[src/rtl/tcmp_pkg.sv]
package tcmp_pkg;

  localparam int MODE_W = 4;

  localparam logic [MODE_W-1:0] MODE_OFF     = 4'b0000;
  localparam logic [MODE_W-1:0] MODE_TOGGLE  = 4'b0010;
  localparam logic [MODE_W-1:0] MODE_SET     = 4'b1000;
  localparam logic [MODE_W-1:0] MODE_CLR     = 4'b1001;
  localparam logic [MODE_W-1:0] MODE_IRQ     = 4'b1010;
  localparam logic [MODE_W-1:0] MODE_SPECIAL = 4'b1011;

  // strobes from control to datapath
  typedef struct packed {
    logic tmrInc;
    logic tmrZero;
  } tmrStrobe_t;

  function automatic logic modeHasCompare(input logic [MODE_W-1:0] m);
    return (m == MODE_TOGGLE) || (m == MODE_SET) || (m == MODE_CLR) ||
           (m == MODE_IRQ) || (m == MODE_SPECIAL);
  endfunction

  function automatic logic modeDrivesPin(input logic [MODE_W-1:0] m);
    return (m == MODE_TOGGLE) || (m == MODE_SET) || (m == MODE_CLR);
  endfunction

endpackage

[src/rtl/tcmp_datapath.sv]
module tcmp_datapath
  import tcmp_pkg::*;
#(
  parameter int TMR_W = 16
) (
  input  logic             clk,
  input  logic             rstN,
  input  tmrStrobe_t       strb,
  input  logic             cmpWr,
  input  logic [TMR_W-1:0] cmpWrData,
  input  logic             ovfClear,
  output logic [TMR_W-1:0] tmrValue,
  output logic             cmpEq,
  output logic             ovfFlag
);

  localparam logic [TMR_W-1:0] TMR_MAX = {TMR_W{1'b1}};

  logic [TMR_W-1:0] tmrReg;
  logic [TMR_W-1:0] cmpReg;
  logic             ovfReg;

  always_ff @(posedge clk) begin
    if (!rstN) begin
      tmrReg <= '0;
    end else if (strb.tmrZero) begin
      tmrReg <= '0;
    end else if (strb.tmrInc) begin
      tmrReg <= tmrReg + 1'b1;
    end
  end

  always_ff @(posedge clk) begin
    if (!rstN) begin
      cmpReg <= '0;
    end else if (cmpWr) begin
      cmpReg <= cmpWrData;
    end
  end

  // only a natural wrap sets the flag; set beats clear
  always_ff @(posedge clk) begin
    if (!rstN) begin
      ovfReg <= 1'b0;
    end else if (strb.tmrInc && (tmrReg == TMR_MAX)) begin
      ovfReg <= 1'b1;
    end else if (ovfClear) begin
      ovfReg <= 1'b0;
    end
  end

  assign tmrValue = tmrReg;
  assign cmpEq    = (tmrReg == cmpReg);
  assign ovfFlag  = ovfReg;

endmodule

[src/rtl/tcmp_control.sv]
module tcmp_control
  import tcmp_pkg::*;
(
  input  logic              clk,
  input  logic              rstN,
  input  logic              tickEn,
  input  logic              cmpEq,
  input  logic              cmpWr,
  input  logic              modeWr,
  input  logic [MODE_W-1:0] modeWrData,
  input  logic              adcEnable,
  input  logic              irqClear,
  output tmrStrobe_t        strb,
  output logic [MODE_W-1:0] modeValue,
  output logic              cmpOut,
  output logic              cmpOutEn,
  output logic              irqFlag,
  output logic              adcStart
);

  logic [MODE_W-1:0] modeReg;
  logic              matchSeen;
  logic              pendReset;
  logic              outLatch;
  logic              irqReg;

  logic matchEvent;
  logic specialHit;
  logic resetDue;

  assign matchEvent = cmpEq && !matchSeen;
  assign specialHit = matchEvent && (modeReg == MODE_SPECIAL);
  assign resetDue   = pendReset || specialHit;

  always_comb begin
    strb.tmrZero = tickEn && resetDue && !cmpWr;
    strb.tmrInc  = tickEn && !strb.tmrZero;
  end

  always_ff @(posedge clk) begin
    if (!rstN) begin
      modeReg <= MODE_OFF;
    end else if (modeWr) begin
      modeReg <= modeWrData;
    end
  end

  // equality is acted upon only in the cycle it first appears
  always_ff @(posedge clk) begin
    if (!rstN) begin
      matchSeen <= 1'b0;
    end else begin
      matchSeen <= cmpEq;
    end
  end

  // deferred reset: consumed by a tick, cancelled by a compare write
  always_ff @(posedge clk) begin
    if (!rstN) begin
      pendReset <= 1'b0;
    end else if (cmpWr || tickEn) begin
      pendReset <= 1'b0;
    end else if (specialHit) begin
      pendReset <= 1'b1;
    end
  end

  always_ff @(posedge clk) begin
    if (!rstN) begin
      outLatch <= 1'b0;
    end else if (modeWr && (modeWrData == MODE_OFF)) begin
      outLatch <= 1'b0;
    end else if (matchEvent) begin
      case (modeReg)
        MODE_SET:    outLatch <= 1'b1;
        MODE_CLR:    outLatch <= 1'b0;
        MODE_TOGGLE: outLatch <= !outLatch;
        default:     outLatch <= outLatch;
      endcase
    end
  end

  always_ff @(posedge clk) begin
    if (!rstN) begin
      irqReg <= 1'b0;
    end else if (matchEvent && modeHasCompare(modeReg)) begin
      irqReg <= 1'b1;
    end else if (irqClear) begin
      irqReg <= 1'b0;
    end
  end

  assign modeValue = modeReg;
  assign cmpOut    = outLatch;
  assign cmpOutEn  = modeDrivesPin(modeReg);
  assign irqFlag   = irqReg;
  assign adcStart  = specialHit && adcEnable;

endmodule

[src/rtl/tcmp_unit.sv]
module tcmp_unit
  import tcmp_pkg::*;
#(
  parameter int TMR_W = 16
) (
  input  logic             clk,
  input  logic             rstN,
  input  logic             tickEn,
  input  logic             wrEn,
  input  logic             wrSel,
  input  logic [TMR_W-1:0] wrData,
  input  logic             adcEnable,
  input  logic             irqClear,
  input  logic             ovfClear,
  output logic [TMR_W-1:0] tmrValue,
  output logic             cmpOut,
  output logic             cmpOutEn,
  output logic             irqFlag,
  output logic             ovfFlag,
  output logic             adcStart
);

  tmrStrobe_t        strb;
  logic              cmpEq;
  logic              cmpWr;
  logic              modeWr;
  logic [MODE_W-1:0] modeValue;

  assign cmpWr  = wrEn && !wrSel;
  assign modeWr = wrEn && wrSel;

  tcmp_control u_ctrl (
    .clk        (clk),
    .rstN       (rstN),
    .tickEn     (tickEn),
    .cmpEq      (cmpEq),
    .cmpWr      (cmpWr),
    .modeWr     (modeWr),
    .modeWrData (wrData[MODE_W-1:0]),
    .adcEnable  (adcEnable),
    .irqClear   (irqClear),
    .strb       (strb),
    .modeValue  (modeValue),
    .cmpOut     (cmpOut),
    .cmpOutEn   (cmpOutEn),
    .irqFlag    (irqFlag),
    .adcStart   (adcStart)
  );

  tcmp_datapath #(.TMR_W(TMR_W)) u_dp (
    .clk       (clk),
    .rstN      (rstN),
    .strb      (strb),
    .cmpWr     (cmpWr),
    .cmpWrData (wrData),
    .ovfClear  (ovfClear),
    .tmrValue  (tmrValue),
    .cmpEq     (cmpEq),
    .ovfFlag   (ovfFlag)
  );

endmodule

[config.mk]
export PLATFORM = sky130hd
export DESIGN_NAME = tcmp_unit
export DESIGN_NICKNAME = d
export VERILOG_FILES = /design/src/rtl/tcmp_pkg.sv /design/src/rtl/tcmp_datapath.sv /design/src/rtl/tcmp_control.sv /design/src/rtl/tcmp_unit.sv
export SDC_FILE = /design/constraint.sdc
export NUM_CORES = 1
export LEC_CHECK = 0
export BUFFER_PORTS_ARGS = -buffer_cell sky130_fd_sc_hd__buf_2
export CELL_PAD_IN_SITES_DETAIL_PLACEMENT = 1
export CELL_PAD_IN_SITES_GLOBAL_PLACEMENT = 1
export CORE_AREA = 2 2 103 55
export DETAILED_ROUTE_END_ITERATION = 8
export DIE_AREA = 0 0 105 57
export HOLD_SLACK_MARGIN = 0.1
export PLACE_DENSITY_LB_ADDON = 0.05
export SLEW_MARGIN = 10
export SYNTH_ARGS = -nofsm -noshare
export SYNTH_HDL_FRONTEND = slang
export SYNTH_HIERARCHICAL = 1
export SYNTH_SLANG_ARGS = --single-unit
[constraint.sdc]
create_clock -name clk -period 7.7 [get_ports clk]
set_input_delay 1.54 -clock clk [delete_from_list [all_inputs] [get_ports clk]]
set_output_delay 1.54 -clock clk [all_outputs]
set_load 0.01 [all_outputs]
==> results.toml <==
[run_status]
status = "finished, final reports clean"

[die]
num_io_pins = 45
fp.coreArea_um2 = 5180
row_count = 19
die_x_um = 105
start_util_pct = 37.9
dieArea_um2 = 5990
dieHeight_um = 57

[clocking]
cts_setup_buffers = 0
htree_levels = 2
post_cts_resized = 0
path_clk_slew_ns = 0.08
clock_sinks = 41
postCtsHoldBufs = 0
clock_latency_ns = 0.30
cts_root_buf = "clkbuf_8"
numCtsBuffers = 5
clock_path_buffers = 2
cts_tree = "built"

[grt]
gr-total-overflow = 0
antenna_found_initial = 0
grt_pass1_vias = 1563
grt_max_degree = 27
grt_util_all_layers_pct = 17.5
grt_pass1_wl_um = 8000

[sta]
setup_tns_ns = 0
max_freq_mhz = 259
relSlewSlack_pct = 56.8
rsz0062_at_grt = "false"
fin_crit_ns = 3.86
hold_ws_ns = 0.483
slew_viol_final = 0
hold_viol = 0
fin_crit_sh_pct = 50.1
finalSetupViolCount = 0
fin_skew_ns = 0.00655
worstMarginPinSlew_ns = 0.648

[cells_and_area]
diodes = 0
post-route-util_pct = 45.0
area_delta_synth_final_pct = 18.8
final_layout_size_suffix_gt1_share_pct = 25.0
nets = 273

[place]
portBuffers = 44
place_congestion = 0.775
hpwl_um = 3660

[logic_synthesis]
synth_top_cell_area_share_pct = 41.8
netlist-cell-type-count = 41
synth.area.top_cells = "dfxtp_1 (42%), mux2i_1 (11%), xnor2_1 (9.8%), nor2b_1 (7.3%), xor2_1 (3.1%)"
yosysTopAreaCell = "dfxtp_1"
ys.flop_type = "dfxtp_1"
synthCells = 204
synth-edff-count = 0
synth_area_um2 = 1960
synth_fp_nets = 229
synth_warnings = 6
avgSynthCellArea_um2 = 9.62
async_reset_ff_share_pct = 0
ys_seq_elements = 41
seq_area_frac_synth_pct = 41.8

[hold_path]
hp-class = "flip-flop to flip-flop"

[drt]
dr.pass1.iters = 4
vias_per_cell = 4.75
wirelength_um = 4880
wl_per_cell_um = 15.2
initialDrtViolationCount = 44
detailroute.via_count = 1525
drc = 0
ant_nets = 0

[pwr]
ir_drop_mv = 0.0764
p_per_area_nw_per_um2 = 178
leakage_nw = 0.907

[critical_path]
arrival_ns = 4.08
cp.required_ns = 7.92
worst-path-max-fanout = 17
crit_type = "primary input to flip-flop"
cp-start-kind = "primary input"
worst_setup_path_end_kind = "flip-flop"

[job]
max-cap-violations = 0
[layer usage]
layer  GRT usage [%]  wire (um)  vias to the layer above
li1                -          -                      784
met1            27.6       2920                      694
met2            22.5       1690                       44
met3            4.57        244                        3
met4            5.52         27                        0
met5               0          0                        -
[final cells by class]
class | count | area [um2]
clock buffers | 7 | 86.3
flip-flops and latches | 41 | 821
inverters | 7 | 26.3
multi-input cells | 149 | 1090
well taps | 73 | 91.3
repair buffers | 44 | 220
fillers | 633 | 2850
[critical path: stages]
cell     delay [ns]
buf_2          0.10
and2b_2        0.57
a21oi_2        0.09
nor2b_1        0.48
nand4_1        0.38
nor2_1         0.31
or4b_1         0.45
a21oi_1        0.14
[power breakdown]
| group | total (mW) | switching (mW) | internal (mW) |
|---|---|---|---|
| Clock | 0.143 | 0.0718 | 0.0712 |
| Combinational | 0.0454 | 0.0222 | 0.0232 |
| Sequential | 0.227 | 0.00800 | 0.219 |
| Total | 0.415 | 0.102 | 0.313 |
[worst paths after layout]
path                            slack (ns)                     startpoint  cells after the start                             end
worst max-delay path                  3.84                          wrSel                      8  u_dp/tmrValue[14]$_SDFFE_PP0P_
worst min-delay path                  0.48    u_ctrl/irqFlag$_SDFFE_PN0P_                      2     u_ctrl/irqFlag$_SDFFE_PN0P_
worst max register to register        4.61  u_dp/tmrValue[0]$_SDFFE_PP0P_                     11  u_dp/tmrValue[14]$_SDFFE_PP0P_
worst min register to register        0.48    u_ctrl/irqFlag$_SDFFE_PN0P_                      2     u_ctrl/irqFlag$_SDFFE_PN0P_
[synth_stat cells, types with 4 or more instances]
library cell,number
xor2_1,7
nand3_1,4
nand2_1,6
a21oi_1,4
mux2i_1,21
xnor2_1,22
inv_1,7
nand2b_1,4
nor2b_1,23
nand4_1,7
nor2_1,16
clkbuf_1,5
dfxtp_1,41
[cells by family after synthesis]
logic type / count (synthesis) / share of synthesized area, %
and+or+nand+nor: 84 / 26.3
xor gates and xnor gates: 29 / 12.9
adders and majority gates: 1 / 0.638
AOI/OAI and AO/OA: 14 / 4.78
muxes: 21 / 10.7
buffers and inverters: 14 / 2.81
DFF: 41 / 41.8
[per-stage QoR]
step / std cells / total power [mW] / instance area [um2] / setup WS [ns]
CTS: 321 / 0.421 / 2330 / 3.83
detailed placement: 314 / 0.278 / 2240 / 3.53
floorplan: 204 / 0.260 / 1960 / 4.43
global route: 321 / 0.432 / 2330 / 3.62
global placement: 314 / 0.278 / 2240 / 3.66
finish: 321 / 0.415 / 2330 / 3.84
[cells in the final DEF, fill, tap and decap left out, types with 6 or more instances in the layout]
| cell type | count |
|---|---|
| nand4_1 | 7 |
| inv_1 | 7 |
| buf_2 | 44 |
| mux2i_1 | 21 |
| dfxtp_1 | 41 |
| nor2b_1 | 23 |
| xnor2_1 | 22 |
| nor2_1 | 16 |
| nand2_1 | 6 |
| xor2_1 | 7 |
| clkbuf_8 | 6 |
[registers in the layout, indices dropped and copies added (netlist names)]
signal            flops
u_ctrl/matchSeen      1
u_dp/tmrValue        16
u_ctrl/pendReset      1
u_dp/ovfFlag          1
u_ctrl/cmpOut         1
u_ctrl/irqFlag        1
u_dp/cmpReg          16
u_ctrl/modeValue      4
Note: power is estimated with default switching activity, not from simulation.
